===== config.mk =====
export PLATFORM = sky130hd
export DESIGN_NAME = uart_regfront
export DESIGN_NICKNAME = d
export VERILOG_FILES = /design/src/rtl/uart_regfront_pkg.sv /design/src/rtl/uart_cmd_decode.sv /design/src/rtl/uart_tx_hold.sv /design/src/rtl/uart_irq_gen.sv /design/src/rtl/uart_regfront.sv
export SDC_FILE = /design/constraint.sdc
export NUM_CORES = 1
export LEC_CHECK = 0
export CAP_MARGIN = 20
export CELL_PAD_IN_SITES_DETAIL_PLACEMENT = 0
export CELL_PAD_IN_SITES_GLOBAL_PLACEMENT = 2
export CORE_MARGIN = 1
export CORE_UTILIZATION = 35
export DETAILED_ROUTE_END_ITERATION = 6
export GPL_ROUTABILITY_DRIVEN = 0
export GPL_TIMING_DRIVEN = 0
export PLACE_DENSITY = 0.83
export SYNTH_ARGS = -nofsm -noshare
export SYNTH_HDL_FRONTEND = slang
export SYNTH_SLANG_ARGS = --single-unit

===== constraint.sdc =====
create_clock -name clk -period 2.6 [get_ports clk]
set_clock_uncertainty 0.1 [all_clocks]
set_input_delay 0.52 -clock clk [delete_from_list [all_inputs] [get_ports clk]]
set_output_delay 0.52 -clock clk [all_outputs]
set_load 0.02 [all_outputs]

===== src/rtl/uart_regfront_pkg.sv =====
package uart_regfront_pkg;
  localparam int WIN_AW = 6;
  localparam int BYTE_W = 8;
  localparam int ERR_W  = 4;
  localparam int NUM_MODE = 2;
  localparam int NUM_BAUD = 2;

  typedef logic [BYTE_W-1:0] byte_t;
  typedef logic [WIN_AW-1:0] ofs_t;

  localparam ofs_t OFS_MODE  = 6'h00;
  localparam ofs_t OFS_STAT  = 6'h04;
  localparam ofs_t OFS_CMD   = 6'h08;
  localparam ofs_t OFS_DATA  = 6'h0C;
  localparam ofs_t OFS_INT   = 6'h14;
  localparam ofs_t OFS_BAUD0 = 6'h18;
  localparam ofs_t OFS_BAUD1 = 6'h1C;

  // status byte positions
  localparam int ST_RXRDY = 0;
  localparam int ST_FULL  = 1;
  localparam int ST_TXRDY = 2;
  localparam int ST_TXEMP = 3;
  localparam int ST_ERR0  = 4;

  // interrupt status positions
  localparam int IS_TX   = 0;
  localparam int IS_RX   = 1;
  localparam int IS_DBRK = 2;

  // mode byte 1 bit choosing the receive interrupt source
  localparam int MODE_RXSRC = 6;

  typedef enum logic [2:0] {
    MISC_NOP, MISC_PTR_RST, MISC_RX_RST, MISC_TX_RST,
    MISC_ERR_RST, MISC_DBRK_CLR, MISC_BRK_ON, MISC_BRK_OFF
  } misc_op_e;

  typedef enum logic [1:0] {CTL_NOP, CTL_ON, CTL_OFF, CTL_RSV} ctl_e;
endpackage


===== src/rtl/uart_cmd_decode.sv =====
module uart_cmd_decode
  import uart_regfront_pkg::*;
(
  input  logic       cmd_we,
  input  logic [6:0] cmd,
  input  logic       tx_en_q,
  input  logic       rx_en_q,
  output logic       tx_en_d,
  output logic       rx_en_d,
  output logic       ptr_rst,
  output logic       rx_rst,
  output logic       tx_rst,
  output logic       err_clr,
  output logic       dbrk_clr
);
  misc_op_e misc;
  ctl_e     txc;
  ctl_e     rxc;

  assign misc = misc_op_e'(cmd[6:4]);
  assign txc  = ctl_e'(cmd[3:2]);
  assign rxc  = ctl_e'(cmd[1:0]);

  always_comb begin
    tx_en_d  = tx_en_q;
    rx_en_d  = rx_en_q;
    ptr_rst  = 1'b0;
    rx_rst   = 1'b0;
    tx_rst   = 1'b0;
    err_clr  = 1'b0;
    dbrk_clr = 1'b0;
    if (cmd_we) begin
      // stage 1: miscellaneous action
      unique case (misc)
        MISC_PTR_RST:  ptr_rst = 1'b1;
        MISC_RX_RST: begin
          rx_rst  = 1'b1;
          rx_en_d = 1'b0;
        end
        MISC_TX_RST: begin
          tx_rst  = 1'b1;
          tx_en_d = 1'b0;
        end
        MISC_ERR_RST:  err_clr  = 1'b1;
        MISC_DBRK_CLR: dbrk_clr = 1'b1;
        default: ;
      endcase
      // stage 2: transmitter field
      unique case (txc)
        CTL_ON:  tx_en_d = 1'b1;
        CTL_OFF: tx_en_d = 1'b0;
        default: ;
      endcase
      // stage 3: receiver field
      unique case (rxc)
        CTL_ON:  rx_en_d = 1'b1;
        CTL_OFF: rx_en_d = 1'b0;
        default: ;
      endcase
    end
  end
endmodule


===== src/rtl/uart_tx_hold.sv =====
module uart_tx_hold
  import uart_regfront_pkg::*;
(
  input  logic  clk,
  input  logic  rst_n,
  input  logic  load,
  input  byte_t load_data,
  input  logic  flush,
  input  logic  tx_en,
  output byte_t tx_data,
  output logic  tx_valid,
  input  logic  tx_ready,
  output logic  empty
);
  byte_t hold_q;
  logic  empty_q;

  always_ff @(posedge clk or negedge rst_n) begin
    if (!rst_n) begin
      hold_q  <= '0;
      empty_q <= 1'b1;
    end else if (flush) begin
      empty_q <= 1'b1;
    end else if (load) begin
      hold_q  <= load_data;
      empty_q <= 1'b0;
    end else if (tx_valid && tx_ready) begin
      empty_q <= 1'b1;
    end
  end

  assign tx_data  = hold_q;
  assign tx_valid = tx_en && !empty_q;
  assign empty    = empty_q;


  stall_hold_chk: assert property (@(posedge clk) disable iff (!rst_n)
    (tx_valid && !tx_ready && !load && !flush) |=> (!empty && $stable(tx_data)));


  accept_empty_chk: assert property (@(posedge clk) disable iff (!rst_n)
    (tx_valid && tx_ready && !load && !flush) |=> empty);


  flush_empty_chk: assert property (@(posedge clk) disable iff (!rst_n)
    flush |=> (empty && !tx_valid));
endmodule


===== src/rtl/uart_irq_gen.sv =====
module uart_irq_gen
  import uart_regfront_pkg::*;
(
  input  logic  clk,
  input  logic  rst_n,
  input  logic  tx_rdy,
  input  logic  rx_rdy,
  input  logic  rx_full,
  input  logic  rx_src_full,
  input  logic  brk_evt,
  input  logic  dbrk_clr,
  input  logic  mask_we,
  input  byte_t mask_d,
  output byte_t isr,
  output logic  irq
);
  byte_t mask_q;
  logic  dbrk_q;

  always_ff @(posedge clk or negedge rst_n) begin
    if (!rst_n) begin
      mask_q <= '0;
      dbrk_q <= 1'b0;
    end else begin
      if (mask_we) mask_q <= mask_d;
      if (brk_evt)       dbrk_q <= 1'b1;
      else if (dbrk_clr) dbrk_q <= 1'b0;
    end
  end

  always_comb begin
    isr          = '0;
    isr[IS_TX]   = tx_rdy;
    isr[IS_RX]   = rx_src_full ? rx_full : rx_rdy;
    isr[IS_DBRK] = dbrk_q;
  end

  assign irq = |(isr & mask_q);


  brk_set_chk: assert property (@(posedge clk) disable iff (!rst_n)
    brk_evt |=> isr[IS_DBRK]);


  brk_clr_chk: assert property (@(posedge clk) disable iff (!rst_n)
    (dbrk_clr && !brk_evt) |=> !isr[IS_DBRK]);
endmodule


===== src/rtl/uart_regfront.sv =====
module uart_regfront
  import uart_regfront_pkg::*;
(
  input  logic              clk,
  input  logic              rst_n,
  input  logic [WIN_AW-1:0] bus_addr,
  input  logic              bus_wr,
  input  logic              bus_rd,
  input  logic [BYTE_W-1:0] bus_wdata,
  output logic [BYTE_W-1:0] bus_rdata,
  output logic [BYTE_W-1:0] tx_data,
  output logic              tx_valid,
  input  logic              tx_ready,
  output logic              rx_en,
  input  logic [BYTE_W-1:0] rxb_data,
  input  logic              rxb_nonempty,
  input  logic              rxb_full,
  input  logic [ERR_W-1:0]  rxb_err,
  output logic              rxb_pop,
  output logic              rxb_clear,
  output logic              rxb_err_clr,
  input  logic              brk_evt,
  output logic              irq
);
  localparam int PTR_W = $clog2(NUM_MODE);

  byte_t            mode_q [NUM_MODE];
  byte_t            baud_q [NUM_BAUD];
  logic [PTR_W-1:0] ptr_q;
  logic             tx_en_q, rx_en_q;
  logic             tx_en_d, rx_en_d;
  logic             ptr_rst, rx_rst, tx_rst, err_clr, dbrk_clr;
  logic             tx_empty;
  byte_t            status, isr;

  logic wr_mode, wr_cmd, wr_data, wr_int;
  assign wr_mode = bus_wr && (bus_addr == OFS_MODE);
  assign wr_cmd  = bus_wr && (bus_addr == OFS_CMD);
  assign wr_data = bus_wr && (bus_addr == OFS_DATA);
  assign wr_int  = bus_wr && (bus_addr == OFS_INT);

  uart_cmd_decode u_cmd (
    .cmd_we   (wr_cmd),
    .cmd      (bus_wdata[6:0]),
    .tx_en_q  (tx_en_q),
    .rx_en_q  (rx_en_q),
    .tx_en_d  (tx_en_d),
    .rx_en_d  (rx_en_d),
    .ptr_rst  (ptr_rst),
    .rx_rst   (rx_rst),
    .tx_rst   (tx_rst),
    .err_clr  (err_clr),
    .dbrk_clr (dbrk_clr)
  );

  // the command byte's top bit carries no meaning
  logic unused_b7;
  assign unused_b7 = bus_wdata[7] & 1'b0;

  always_ff @(posedge clk or negedge rst_n) begin
    if (!rst_n) begin
      tx_en_q <= 1'b0;
      rx_en_q <= 1'b0;
      ptr_q   <= '0;
    end else begin
      tx_en_q <= tx_en_d;
      rx_en_q <= rx_en_d;
      if (ptr_rst)      ptr_q <= '0;
      else if (wr_mode) ptr_q <= PTR_W'(NUM_MODE - 1);
    end
  end

  for (genvar g = 0; g < NUM_MODE; g++) begin : g_mode
    always_ff @(posedge clk or negedge rst_n) begin
      if (!rst_n)                           mode_q[g] <= '0;
      else if (wr_mode && ptr_q == PTR_W'(g)) mode_q[g] <= bus_wdata;
    end
  end

  for (genvar g = 0; g < NUM_BAUD; g++) begin : g_baud
    localparam ofs_t BOFS = OFS_BAUD0 + ofs_t'(4 * g);
    always_ff @(posedge clk or negedge rst_n) begin
      if (!rst_n)                            baud_q[g] <= '0;
      else if (bus_wr && bus_addr == BOFS)   baud_q[g] <= bus_wdata;
    end
  end

  uart_tx_hold u_tx (
    .clk       (clk),
    .rst_n     (rst_n),
    .load      (wr_data),
    .load_data (bus_wdata),
    .flush     (tx_rst),
    .tx_en     (tx_en_q),
    .tx_data   (tx_data),
    .tx_valid  (tx_valid),
    .tx_ready  (tx_ready),
    .empty     (tx_empty)
  );

  always_comb begin
    status                           = '0;
    status[ST_RXRDY]                 = rxb_nonempty;
    status[ST_FULL]                  = rxb_full;
    status[ST_TXRDY]                 = tx_en_q;
    status[ST_TXEMP]                 = tx_empty;
    status[ST_ERR0 +: ERR_W]         = rxb_err;
  end

  uart_irq_gen u_irq (
    .clk         (clk),
    .rst_n       (rst_n),
    .tx_rdy      (status[ST_TXRDY]),
    .rx_rdy      (status[ST_RXRDY]),
    .rx_full     (status[ST_FULL]),
    .rx_src_full (mode_q[0][MODE_RXSRC]),
    .brk_evt     (brk_evt),
    .dbrk_clr    (dbrk_clr),
    .mask_we     (wr_int),
    .mask_d      (bus_wdata),
    .isr         (isr),
    .irq         (irq)
  );

  always_comb begin
    unique case (bus_addr)
      OFS_MODE:  bus_rdata = mode_q[ptr_q];
      OFS_STAT:  bus_rdata = status;
      OFS_DATA:  bus_rdata = rxb_nonempty ? rxb_data : '0;
      OFS_INT:   bus_rdata = isr;
      OFS_BAUD0: bus_rdata = baud_q[0];
      OFS_BAUD1: bus_rdata = baud_q[NUM_BAUD-1];
      default:   bus_rdata = '0;
    endcase
  end

  assign rxb_pop     = bus_rd && (bus_addr == OFS_DATA) && rxb_nonempty;
  assign rxb_clear   = rx_rst;
  assign rxb_err_clr = err_clr;
  assign rx_en       = rx_en_q;


  ptr_adv_chk: assert property (@(posedge clk) disable iff (!rst_n)
    wr_mode |=> (ptr_q == PTR_W'(NUM_MODE - 1)));


  pop_gate_chk: assert property (@(posedge clk) disable iff (!rst_n)
    rxb_pop |-> (bus_rdata == rxb_data));


  tx_on_chk: assert property (@(posedge clk) disable iff (!rst_n)
    (wr_cmd && bus_wdata[3:2] == 2'd1) |=> status[ST_TXRDY]);
endmodule


# After elaboration in Yosys (flattened, before gate mapping)

Index checks and enable logic that the tools add are counted.

Input bits: 34
Latch bits: 0
Memory bits (writable): 0
Memory bits (read-only): 0
Memories: 0
Bits in registers: 53

Divide/modulo/power cells: 0
Add/subtract/negate cells: 0
Bitwise operators: 4
Multipliers: 0
Reductions and logical operators: 23
Multiplexer cells: 27
Eq/ne operators: 15
Shift-type cells: 0
Order comparisons: 1

Operators with widths:

| kind                                                                   | count |
|---|---|
| 8-bit case mux with 6 select lines                                     | 1 |
| 8-bit two-way mux                                                      | 4 |
| 1-bit two-way mux                                                      | 20 |
| 6-bit by 5-bit equality test with 1-bit output (second input constant) | 3 |
| 6-bit by 4-bit equality test with 1-bit output (second input constant) | 2 |
| 1-bit logical AND                                                      | 12 |
| 3-bit nonzero test                                                     | 3 |
| 3-bit by 8-bit AND with 8-bit output                                   | 1 |
| 8-bit OR reduction                                                     | 1 |
| 3-bit by 2-bit equality test with 1-bit output (second input constant) | 2 |
| 3-bit equality test (second input constant)                            | 2 |
| 6-bit by 3-bit equality test with 1-bit output (second input constant) | 1 |
| 6-bit logical NOT                                                      | 1 |
| 2-bit AND reduction                                                    | 3 |
| 2-bit by 1-bit equality test with 1-bit output (second input constant) | 2 |
| 2-bit equality test (second input constant)                            | 2 |
| 1-bit case mux with 2 select lines                                     | 2 |
| 2-bit nonzero test                                                     | 2 |
| 3-bit by 1-bit equality test with 1-bit output (second input constant) | 1 |
| 2-bit greater-or-equal comparator (second input constant)              | 1 |
| 1-bit NOT                                                              | 2 |
| 1-bit NOT with 2-bit output                                            | 1 |
| 1-bit logical NOT                                                      | 1 |

# Logic depth before layout (Yosys ltp)

Word-level depth: 6
Mapped depth: 5
Depth with buffers taken out: 4

# Hierarchy

From an unflattened synthesis, not the netlist that was laid out.

Cells, all modules: 212
Area total of the unflattened synthesis: 2,661.3 µm²

By module, submodules not included:

| module          | seq. area each (µm²) | instances | area each (µm²) | cells each |
|---|---|---|---|---|
| uart_regfront   | 875.8                | 1         | 1,889.3         | 152 |
| uart_tx_hold    | 226.5                | 1         | 390.4           | 22 |
| uart_irq_gen    | 100.1                | 1         | 232.7           | 20 |
| uart_cmd_decode | 0.0                  | 1         | 148.9           | 18 |

# Worst setup path after synthesis

No wires, ideal clock.

Path type: in2out
Start: in bus_addr[4]
End: out rxb_err_clr
Cell stages on the path: 3
Path slack: 186 ps
Data arrival time: 1,794 ps
Path through: nor4_1 nand4b_1 nor4_1

Word-level cells in the longest chain between the ends: 3

Ends and longest elaborated chain:

| element                                        | line                  | RTL |
|---|---|---|
| start, declared                                | uart_regfront.sv:6    | `input logic [WIN_AW-1:0] bus_addr,` |
| 6-bit by 4-bit equality test with 1-bit output | uart_regfront.sv:38   | `assign wr_cmd = bus_wr && (bus_addr == OFS_CMD);` |
| 1-bit logical AND                              | uart_regfront.sv:38   |  |
| 1-bit two-way mux                              | uart_cmd_decode.sv:32 | `if (cmd_we) begin` |
| end, declared                                  | uart_regfront.sv:21   | `output logic rxb_err_clr,` |

No other way between the ends.

# Worst setup path after layout

Start: in bus_addr[4]
End: out bus_rdata[5]

Word-level cells in the longest chain between the ends: 2

Ends and longest elaborated chain:

| element                                                                      | line                 | RTL |
|---|---|---|
| 6-bit by 5-bit equality test with 1-bit output, or another cell as far along | uart_regfront.sv:126 | `unique case (bus_addr)` |
| 8-bit case mux with 6 select lines (*)                                       | uart_regfront.sv:126 |  |
| end, declared                                                                | uart_regfront.sv:10  | `output logic [BYTE_W-1:0] bus_rdata,` |

Every way passes the cells marked *; elsewhere a longest branch is shown, timed or not.

==> impl_summary.txt <==
----------------------------------------------------
[Drt]
  1st-pass router iterations ... 4
  Detail Route Antenna Nets ... 0
  Total number of vias ... 1844
  Drt total wl ... 6.314 mm
  Wire length per cell ... 17.54 um
  Post-route DRC ... 0
  Violation count after the first detailed-route iteration ... 82
  Detail-routed via count per cell ... 5.122

[Floorplan]
  Initial standard-cell utilization of the core ... 36.59%
  Floorplan Core Area ... 0.006869 mm^2
  Overall die area ... 0.007525 mm^2
  Core Rows ... 30
  Width of the die ... 86.75 um
  Top-Level Pins ... 56
  Vertical die dimension ... 86.75 um

[Clock network]
  Sinks on Clock Net ... 48
  Clock-pin slew on the worst setup and hold paths ... 0.08 ns
  CTS max path bufs ... 2
  Number of CTS-inserted buffers ... 5
  CTS tree ... done
  Clock Root Buffer ... sky130_fd_sc_hd__clkbuf_8
  H-tree depth ... 2
  Hold Buf Count CTS ... 0
  Clock latency reported for the late side of the worst-skew pair ... 0.29 ns

[Yosys]
  Flops & latches, synth ... 48
  Compound-Gate Fraction of Synth Area ... 9.905%
  Sequential cell area fraction in the yosys report ... 47.83%
  Ys flop type ... sky130_fd_sc_hd__dfrtp_1
  Cells after Synth ... 196
  Async set-reset flop share out of synthesis ... 100.0%
  Cell types with the largest area share after synthesis ... sky130_fd_sc_hd__dfrtp_1 (47%), sky130_fd_sc_hd__mux2_2 (14%), sky130_fd_sc_hd__mux2_4 (9.6%)
  Simple-gate portion of the synthesized area ... 11.25%
  Netlist Area Pre-Place ... 0.002514 mm^2
  Count of distinct cell types in the synthesized netlist ... 43
  List of most frequent post-synthesis cells ... sky130_fd_sc_hd__dfrtp_1 (47), sky130_fd_sc_hd__mux2_2 (31), sky130_fd_sc_hd__mux2_4 (16)
  Largest area contributor in the synthesized netlist ... sky130_fd_sc_hd__dfrtp_1
  Post-synth top area share ... 46.79%
  Post-Synthesis Net Count ... 232
  Multiplexer fraction of the synthesized cell area ... 27.03%
  Synthesis Warnings ... 0
  Synthesized area per cell ... 12.82 um^2
  Fraction of the mapped netlist area in adder cells ... 0.9955%
  Combinational family with the most area after synthesis ... multiplexers
  Cell with the most instances after synthesis ... sky130_fd_sc_hd__dfrtp_1
  Number of flops mapped to enable cells by yosys ... 0
  Post-synthesis share of cell area spent on xor and xnor gates ... 0%

[STA]
  Setup TNS ... 0 ns
  Highest clock frequency the design can meet ... 394.4 MHz
  Number of hold violations in the final report ... 10
  Final period demand of the worst path ... 2.536 ns
  Ratio of final minimum period to clock period ... 97.52%
  RSZ-0062 raised after global routing ... false
  Final hold slack ... -0.003159 ns
  Worst slew margin relative to its limit ... 58.62%
  Minimum setup slack in the final design ... 0.06447 ns
  Worst Tran Pin Value ... 0.6200 ns
  Final number of max-transition violations ... 0
  Setup-violating endpoint count in the final report ... 0

[Global routing]
  Via count of the first global-routing pass ... 1808
  Total gr overflow ... 0
  Total global-route track usage ... 17.87%
  Initial antenna violation count ... 0
  Global-route wire length before repair ... 9.853 mm
  Maximum number of pins on one net before global-route repair ... 38

[Power and ir drop]
  Power density relative to cell area ... 511.1 mW/mm^2
  Leakage power ... 1.564 nW
  Largest vdd supply drop ... 0.3310 mV
  Final Power ... 1.712 mW

[Critical path]
  Largest fanout of any net on the critical path ... 8
  Worst Setup Start Kind ... input port
  Worst path required time ... 1.98 ns
  Category of the most critical setup path ... in2out
  Crit path DAT ... 1.92 ns
  Critical Path End Type ... output pin

[Layout]
  Antenna diode count ... 0
  Layout overhead on the synthesized area ... 33.30%
  Fill count ... 664
  Share of cells above drive strength 1 ... 38.26%
  Layout net count ... 299

[Place]
  Number of port buffers ... 51
  Worst slack, placed ... -1.230 ns
  Detail Placement HPWL ... 4.342 mm

[Hold path]
  Type of the tightest min-delay check ... in2async

[Job]
  Number of max-cap violations ... 0

[Status]
  Violations in the final reports ... negative hold slack
  Result of the run ... complete, but fails checks

----------------------------------------------------
[flip-flops by register name, summed over array words and instances (netlist names)]
name and count:
tx_en_q 1, mode_q 16, u_tx.tx_data 8, baud_q 16, rx_en 1, u_tx.empty 1, u_irq.mask_q 3, ptr_q 1
u_irq.dbrk_q 1
[power by group]
part	leakage, nW	internal [mW]	switching [mW]
clock	0.0422	0.189	0.238
combinational	0.887	0.221	0.172
sequential	0.635	0.840	0.0512
[final timing paths]
check / startpoint / to / slack [ns] / cells after the start
hold / removal: rst_n / mode_q[12]$_DFFE_PN0P_ / -0.003 / 1
max in group asynchronous: rst_n / u_tx.empty$_DFFE_PN1P_ / 1.85 / 2
hold reg to reg: u_tx.tx_data[5]$_DFFE_PN0P_ / u_tx.tx_data[5]$_DFFE_PN0P_ / 0.41 / 1
min in group clk: u_tx.tx_data[5]$_DFFE_PN0P_ / u_tx.tx_data[5]$_DFFE_PN0P_ / 0.41 / 1
setup / recovery: bus_addr[4] / bus_rdata[5] / 0.06 / 9
setup reg to reg: ptr_q$_DFFE_PN0P_ / mode_q[13]$_DFFE_PN0P_ / 1.19 / 3
[cell type report]
| class | instances | area, um^2 | area share [%] |
|---|---|---|---|
| Timing Repair Buffer | 63 | 568.0 | 16.95 |
| Inverter | 4 | 15.01 | 0.4481 |
| Buffer | 9 | 76.32 | 2.278 |
| Clock inverter | 1 | 5.005 | 0.1494 |
| Tap cell | 96 | 120.1 | 3.585 |
| Sequential cell | 48 | 1202 | 35.88 |
| Clock buffer | 7 | 76.32 | 2.278 |
| Multi-Input combinational cell | 132 | 1287 | 38.42 |
[logic make-up after synthesis]
kind of cell    Yosys count
compound gates           32
fa+ha+maj                 2
simple gates             42
mux                      56
buf+inv                  16
flops                    48
[placed cells by master, fill, tap and decap left out, types with 8 or more instances in the layout]
master	Yosys	routed
sky130_fd_sc_hd__dfrtp_1	47	47
sky130_fd_sc_hd__mux2_2	31	31
sky130_fd_sc_hd__mux2i_1	9	8
sky130_fd_sc_hd__nand2_1	10	10
sky130_fd_sc_hd__buf_2	3	9
sky130_fd_sc_hd__clkdlybuf4s50_1	0	32
sky130_fd_sc_hd__buf_4	1	14
sky130_fd_sc_hd__mux2_4	16	16
[critical path: stages]
cell                              delay, ns
sky130_fd_sc_hd__clkdlybuf4s15_2       0.26
sky130_fd_sc_hd__buf_8                 0.15
sky130_fd_sc_hd__nor2_4                0.05
sky130_fd_sc_hd__buf_4                 0.13
sky130_fd_sc_hd__buf_4                 0.12
sky130_fd_sc_hd__a22o_1                0.21
sky130_fd_sc_hd__a22oi_1               0.13
sky130_fd_sc_hd__o221ai_1              0.15
sky130_fd_sc_hd__buf_4                 0.18
[per-layer routing]
layer  global-route usage [%]  share of wire [%]  vias to the layer above
li1                         -                  -                      868
met1                    24.54                 48                      933
met2                    28.86                 48                       36
met3                    3.143                3.4                        7
met4                    5.455                1.1                        0
met5                        0                  0                        -
[through the flow]
step                cells  util, %  area, um^2
global placement      343    45.77        3144
detailed placement    344    45.99        3159
floorplan             196        -        2514
finish                360    48.78        3351
global route          360    48.78        3351
CTS                   359    48.32        3319
[what timing repair did]
| item | CTS | global route |
|---|---|---|
| resized for setup | 70 | 17 |
| buffers inserted | 10 | 1 |
| setup endpoints to repair | 12 | 11 |
| pin swaps | 4 | 2 |
(Power assumes the default switching activity.)
